`config.mk`:
```
export PLATFORM = sky130hd
export DESIGN_NAME = fcmp_nzcv
export DESIGN_NICKNAME = d
export VERILOG_FILES = /design/src/rtl/fcmp_pkg.sv /design/src/rtl/fcmp_classify.sv /design/src/rtl/fcmp_relate.sv /design/src/rtl/fcmp_nzcv.sv
export SDC_FILE = /design/constraint.sdc
export NUM_CORES = 1
export LEC_CHECK = 0
export ABC_AREA = 1
export BUFFER_PORTS_ARGS = -buffer_cell sky130_fd_sc_hd__clkbuf_2
export CORE_MARGIN = 2
export CORE_UTILIZATION = 46
export CTS_CLUSTER_DIAMETER = 200
export DETAILED_ROUTE_END_ITERATION = 6
export PLACE_DENSITY_LB_ADDON = 0.12
export SYNTH_ARGS = -nofsm -noshare
export SYNTH_HDL_FRONTEND = slang
export SYNTH_HIERARCHICAL = 1
export SYNTH_SLANG_ARGS = --single-unit
export TNS_END_PERCENT = 50
```
`constraint.sdc`:
```
create_clock -name clk -period 1 [get_ports clk]
set_clock_uncertainty 0.15 [all_clocks]
set_input_delay 0.2 -clock clk [delete_from_list [all_inputs] [get_ports clk]]
set_output_delay 0.2 -clock clk [all_outputs]
set_load 0.02 [all_outputs]
```
`src/rtl/fcmp_pkg.sv`:
```
package fcmp_pkg;
    typedef enum logic [1:0] {
        REL_LT = 2'd0,
        REL_EQ = 2'd1,
        REL_GT = 2'd2,
        REL_UN = 2'd3
    } rel_e;

    typedef enum logic {
        ST_IDLE   = 1'b0,
        ST_RESULT = 1'b1
    } state_e;

    localparam logic [3:0] CC_LT = 4'b1000;
    localparam logic [3:0] CC_EQ = 4'b0110;
    localparam logic [3:0] CC_GT = 4'b0010;
    localparam logic [3:0] CC_UN = 4'b0011;
endpackage

```
`src/rtl/fcmp_classify.sv`:
```
module fcmp_classify #(
    parameter int EXP_W  = 8,
    parameter int FRAC_W = 23,
    localparam int W     = 1 + EXP_W + FRAC_W
) (
    input  logic [W-1:0] word,
    output logic         is_nan,
    output logic         is_quiet
);
    logic [EXP_W-1:0]  exp_f;
    logic [FRAC_W-1:0] frac_f;

    assign exp_f    = word[W-2 -: EXP_W];
    assign frac_f   = word[FRAC_W-1:0];
    assign is_nan   = (&exp_f) && (|frac_f);
    assign is_quiet = frac_f[FRAC_W-1];
endmodule

```
`src/rtl/fcmp_relate.sv`:
```
module fcmp_relate
    import fcmp_pkg::*;
#(
    parameter int W = 32
) (
    input  logic [W-1:0] lhs,
    input  logic [W-1:0] rhs,
    input  logic         any_nan,
    output rel_e         rel
);
    logic sign_l, sign_r, both_zero, lhs_below;

    assign sign_l    = lhs[W-1];
    assign sign_r    = rhs[W-1];
    assign both_zero = ((lhs[W-2:0] | rhs[W-2:0]) == '0);
    assign lhs_below = (lhs < rhs);

    always_comb begin
        if (any_nan) begin
            rel = REL_UN;
        end else if (lhs == rhs || both_zero) begin
            rel = REL_EQ;
        end else if (sign_l != sign_r) begin
            rel = sign_l ? REL_LT : REL_GT;
        end else if (sign_l ^ lhs_below) begin
            rel = REL_LT;
        end else begin
            rel = REL_GT;
        end
    end
endmodule

```
`src/rtl/fcmp_nzcv.sv`:
```
module fcmp_nzcv
    import fcmp_pkg::*;
#(
    parameter int EXP_W  = 8,
    parameter int FRAC_W = 23,
    localparam int W     = 1 + EXP_W + FRAC_W
) (
    input  logic         clk,
    input  logic         rst_n,
    input  logic         in_valid,
    input  logic [W-1:0] op_a,
    input  logic [W-1:0] op_b,
    input  logic         zero_sel,
    input  logic         strict,
    output logic         out_valid,
    output logic [3:0]   nzcv,
    output logic         invalid
);
    state_e state_q, state_d;
    logic [W-1:0] rhs;
    logic [W-1:0] opnd [2];
    logic [1:0]   nan_v, quiet_v, raise_v;
    rel_e         rel;
    logic [3:0]   cc_d;
    logic         inv_d;
    logic [3:0]   cc_q;
    logic         inv_q;

    assign rhs     = zero_sel ? '0 : op_b;
    assign opnd[0] = op_a;
    assign opnd[1] = rhs;

    for (genvar i = 0; i < 2; i++) begin : g_cls
        fcmp_classify #(.EXP_W(EXP_W), .FRAC_W(FRAC_W)) u_cls (
            .word    (opnd[i]),
            .is_nan  (nan_v[i]),
            .is_quiet(quiet_v[i])
        );
        assign raise_v[i] = nan_v[i] && (strict || !quiet_v[i]);
    end

    fcmp_relate #(.W(W)) u_rel (
        .lhs    (op_a),
        .rhs    (rhs),
        .any_nan(|nan_v),
        .rel    (rel)
    );

    always_comb begin
        unique case (rel)
            REL_LT:  cc_d = CC_LT;
            REL_EQ:  cc_d = CC_EQ;
            REL_GT:  cc_d = CC_GT;
            default: cc_d = CC_UN;
        endcase
        inv_d = |raise_v;
    end

    always_comb begin
        unique case (state_q)
            ST_IDLE:   state_d = in_valid ? ST_RESULT : ST_IDLE;
            ST_RESULT: state_d = in_valid ? ST_RESULT : ST_IDLE;
            default:   state_d = ST_IDLE;
        endcase
    end

    always_ff @(posedge clk or negedge rst_n) begin
        if (!rst_n) begin
            state_q <= ST_IDLE;
        end else begin
            state_q <= state_d;
        end
    end

    always_ff @(posedge clk or negedge rst_n) begin
        if (!rst_n) begin
            cc_q  <= '0;
            inv_q <= 1'b0;
        end else if (in_valid) begin
            cc_q  <= cc_d;
            inv_q <= inv_d;
        end
    end

    assign out_valid = (state_q == ST_RESULT);
    assign nzcv      = cc_q;
    assign invalid   = inv_q;
endmodule

```
==> run_results.csv <==
group,metric,value,unit
outcome,status,"finished, violations left",
outcome,violations,"setup timing",
pwr,clock_power_share,16.4,%
global_route,grt_max_degree,9,
logic_synthesis,synth_cell_types,21,
logic_synthesis,syn_inst,381,
logic_synthesis,async_reset_ff_share,100,%
drt,ant_nets,0,
logic_synthesis,yosysMostFrequentCell,"inv_1",
pwr,power_frac_seq,12.2,%
logic_synthesis,yosys.area.top_type,"ha_1",
worst_setup_path,rr_endpoint,"nzcv[3]",
place,dpl.hpwl,5670,um
floorplanning,die_h,74.2,um
floorplanning,core_area,4720,um^2
logic_synthesis,synth_area_leaders,"ha_1, inv_1, nor2_1",
floorplanning,start_util,48.0,%
timing,max_freq,473,MHz
timing,fin_ws,-1.12,ns
worst_setup_path,r2r_slack,0.19,ns
pwr,p_int,1.28,mW
pwr,p_comb_share,71.4,%
cts,cts_tree,"done",
logic_synthesis,synth.yosys.seq_area_share,6.62,%
timing,tns,-5.23,ns
floorplanning,fp-row-count,25,
worst_setup_path,start_kind,"primary input",
cts,numCtsBuffers,3,
drt,post_drt_wl_per_cell,12.9,um
worst_setup_path,crit_fanout,6,
timing,tightest_slew,0.347,ns
cells_and_area,diodes,0,
global_route,grt_pass1_wl,11700,um
logic_synthesis,synth_common_cells,"inv_1, nor2_1, ha_1",
logic_synthesis,synth_top_cell_area_share,34.8,%
pwr,vdd_drop_max,0.000453,V
drt,drc,0,
worst_setup_path,r2r_start,"nzcv[3]",
drt,drt_pass1_iterations,4,
drt,vias,2756,
pwr,power_density,546,nW/um^2
cells_and_area,layout.cells.non_filler,586,
cells_and_area,layout-drive-gt1-share,51.3,%
cts,clock_path_buffers,2,
worst_hold_path,hp-start,"in_valid",
logic_synthesis,synth_edf_count,0,
logic_synthesis,synthesis.nets,513,
worst_hold_path,hold_path_class,"in2reg",
cells_and_area,area_growth,76.8,%
worst_setup_path,critical_path_arrival,2.07,ns
floorplanning,die_w,74.2,um
logic_synthesis,synth_area,2270,um^2
pwr,p_leak,2.19,nW
global_route,grtUsageTotal,26.9,%
timing,slew_headroom,76.7,%
drt,drtIter0Drc,101,
global_route,grt-ovfl-total,0,
worst_setup_path,criticalPathCategory,"in2reg",
place,io_buffers,74,
cells_and_area,nets,653,
worst_hold_path,holdPathStages,1,
drt,viasPerCell,4.70,
worst_setup_path,end_kind,"flip-flop",
global_route,antenna_found_initial,0,
floorplanning,die_area,5510,um^2
timing,post-route-period-util,212,%
logic_synthesis,avgSynthCellArea,5.95,um^2
global_route,grt_pass1_vias,2797,
worst_hold_path,worst_hold_path.endpoint,"out_valid",
flow_run,drv_cap,0,
timing,min_period,2.12,ns
timing,final_hold_viol_count,0,
place,dp.cells,576,
logic_synthesis,yosysWarnings,6,
worst_setup_path,critPathRequiredTime,0.96,ns
cts,cts.sinks,6,
pwr,p_sw_share,41.5,%
cts,clkTransAtPathRegs,0.04,ns
cts,cts-root-buf,"clkbuf_8",
worst_setup_path,reg2regPathDepth,1,
pwr,p_switching,909,uW
place,place_congestion,0.811,
cts,worstSkewPairLatency,0.22,ns
logic_synthesis,synth_ff_type,"dfrtp_1",
timing,rsz0062_at_grt,"yes",
timing,drv_slew,0,
floorplanning,ioPinCount,75,
cts,htreeDepth,1,
logic_synthesis,ys_seq_elements,6,
timing,setup_viol,11,
drt,drt_wl_total,7540,um
-- worst max path at each step --
| stage | start | slack [ns] | endpoint | depth (start not counted) |
|---|---|---|---|---|
| after floorplan | zero_sel | -0.95 | nzcv[3] | 16 |
| after global placement | zero_sel | -1.33 | nzcv[3] | 16 |
| after detailed placement | zero_sel | -1.43 | nzcv[3] | 16 |
| after CTS | zero_sel | -1.01 | nzcv[3] | 16 |
| after global routing | zero_sel | -1.25 | nzcv[3] | 17 |
| final | zero_sel | -1.12 | nzcv[3] | 18 |
-- kinds of logic (layout without fill, tap and decap cells) --
kind of cell,after synthesis,after routing,synth area share [%]
adders and majority gates,63,63,34.8
buffers and inverters,127,265,21.9
AOI/OAI and AO/OA,21,21,5.30
and+or+nand+nor,164,164,31.5
DFF,6,6,6.62
-- power by group through the flow --
stage | logic (mW) | registers (mW) | clock network (mW)
3_3_place_gp | 1.17 | 0.270 | 0
6_report | 1.56 | 0.267 | 0.360
4_1_cts | 1.41 | 0.267 | 0.373
3_5_place_dp | 1.22 | 0.270 | 0
2_1_floorplan | 0.693 | 0.288 | 0
5_1_grt | 1.71 | 0.268 | 0.385
-- per-stage QoR --
step	util [%]	setup WS, ns	hold WS, ns	total power [mW]	area (um^2)
after floorplan	-	-0.946	-0.246	0.981	2650
after CTS	81.8	-1.01	0.0369	2.05	3860
final	84.9	-1.12	0.0416	2.19	4010
after detailed placement	73.8	-1.43	-0.117	1.49	3490
after global routing	84.9	-1.25	0.0405	2.36	4010
after global placement	73.8	-1.33	-0.123	1.44	3490
-- sequential cells by signal (all words and copies together) (netlist names) --
register   count
nzcv           4
out_valid      1
invalid        1
-- timing repair --
item / in CTS / in global routing
gates cloned: 2 / 0
setup buffers: 1 / 3
setup endpoints to repair: 11 / 11
gates resized for setup: 53 / 35
pin swaps: 37 / 24
hold endpoints to repair: 6 / 0
hold buffers: 1 / 0
-- cells in the final DEF, fill, tap and decap left out, types with 2 or more instances in the layout --
cell,count
a21oi_1,4
buf_12,3
buf_6,2
inv_1,95
o21bai_1,4
dfrtp_1,6
nor2_4,33
buf_4,58
nor2_1,34
nand2_2,5
inv_2,27
ha_1,35
a21oi_2,8
nand4_1,12
nor2_2,11
o21ai_1,2
o21a_1,2
buf_2,5
nand2_1,50
ha_2,4
clkbuf_8,3
nand3_1,7
buf_16,2
ha_4,24
nand3_2,5
clkbuf_2,67
-- critical path: stages --
cell and delay [ns]:
clkbuf_16 0.16, buf_12 0.15, nor2_4 0.10, inv_2 0.07
buf_4 0.13, ha_2 0.17, o21bai_1 0.16, nand2_1 0.07
nand2_1 0.05, nand2_1 0.07, nand2_2 0.06, a21oi_2 0.17
nand2_1 0.08, nand2_1 0.08, nand3_2 0.08, nand2_2 0.09
o21ai_2 0.07, o21a_1 0.10
-- metal layers --
metal	wire [um]	global-route usage [%]	vias up
li1	-	-	1397
met4	178	6.46	0
met1	3020	30.8	1260
met3	295	1.90	18
met5	0	0	-
met2	4050	53.3	81
-- layout make-up --
cell class	count	area [um^2]
Multi-Input combinational cell	248	2290
Tap cell	67	83.8
Sequential cell	6	150
Fill cell	273	714
Inverter	122	458
Timing Repair Buffer	140	983
Clock buffer	3	41.3
Note: power is estimated with default switching activity, not from simulation.
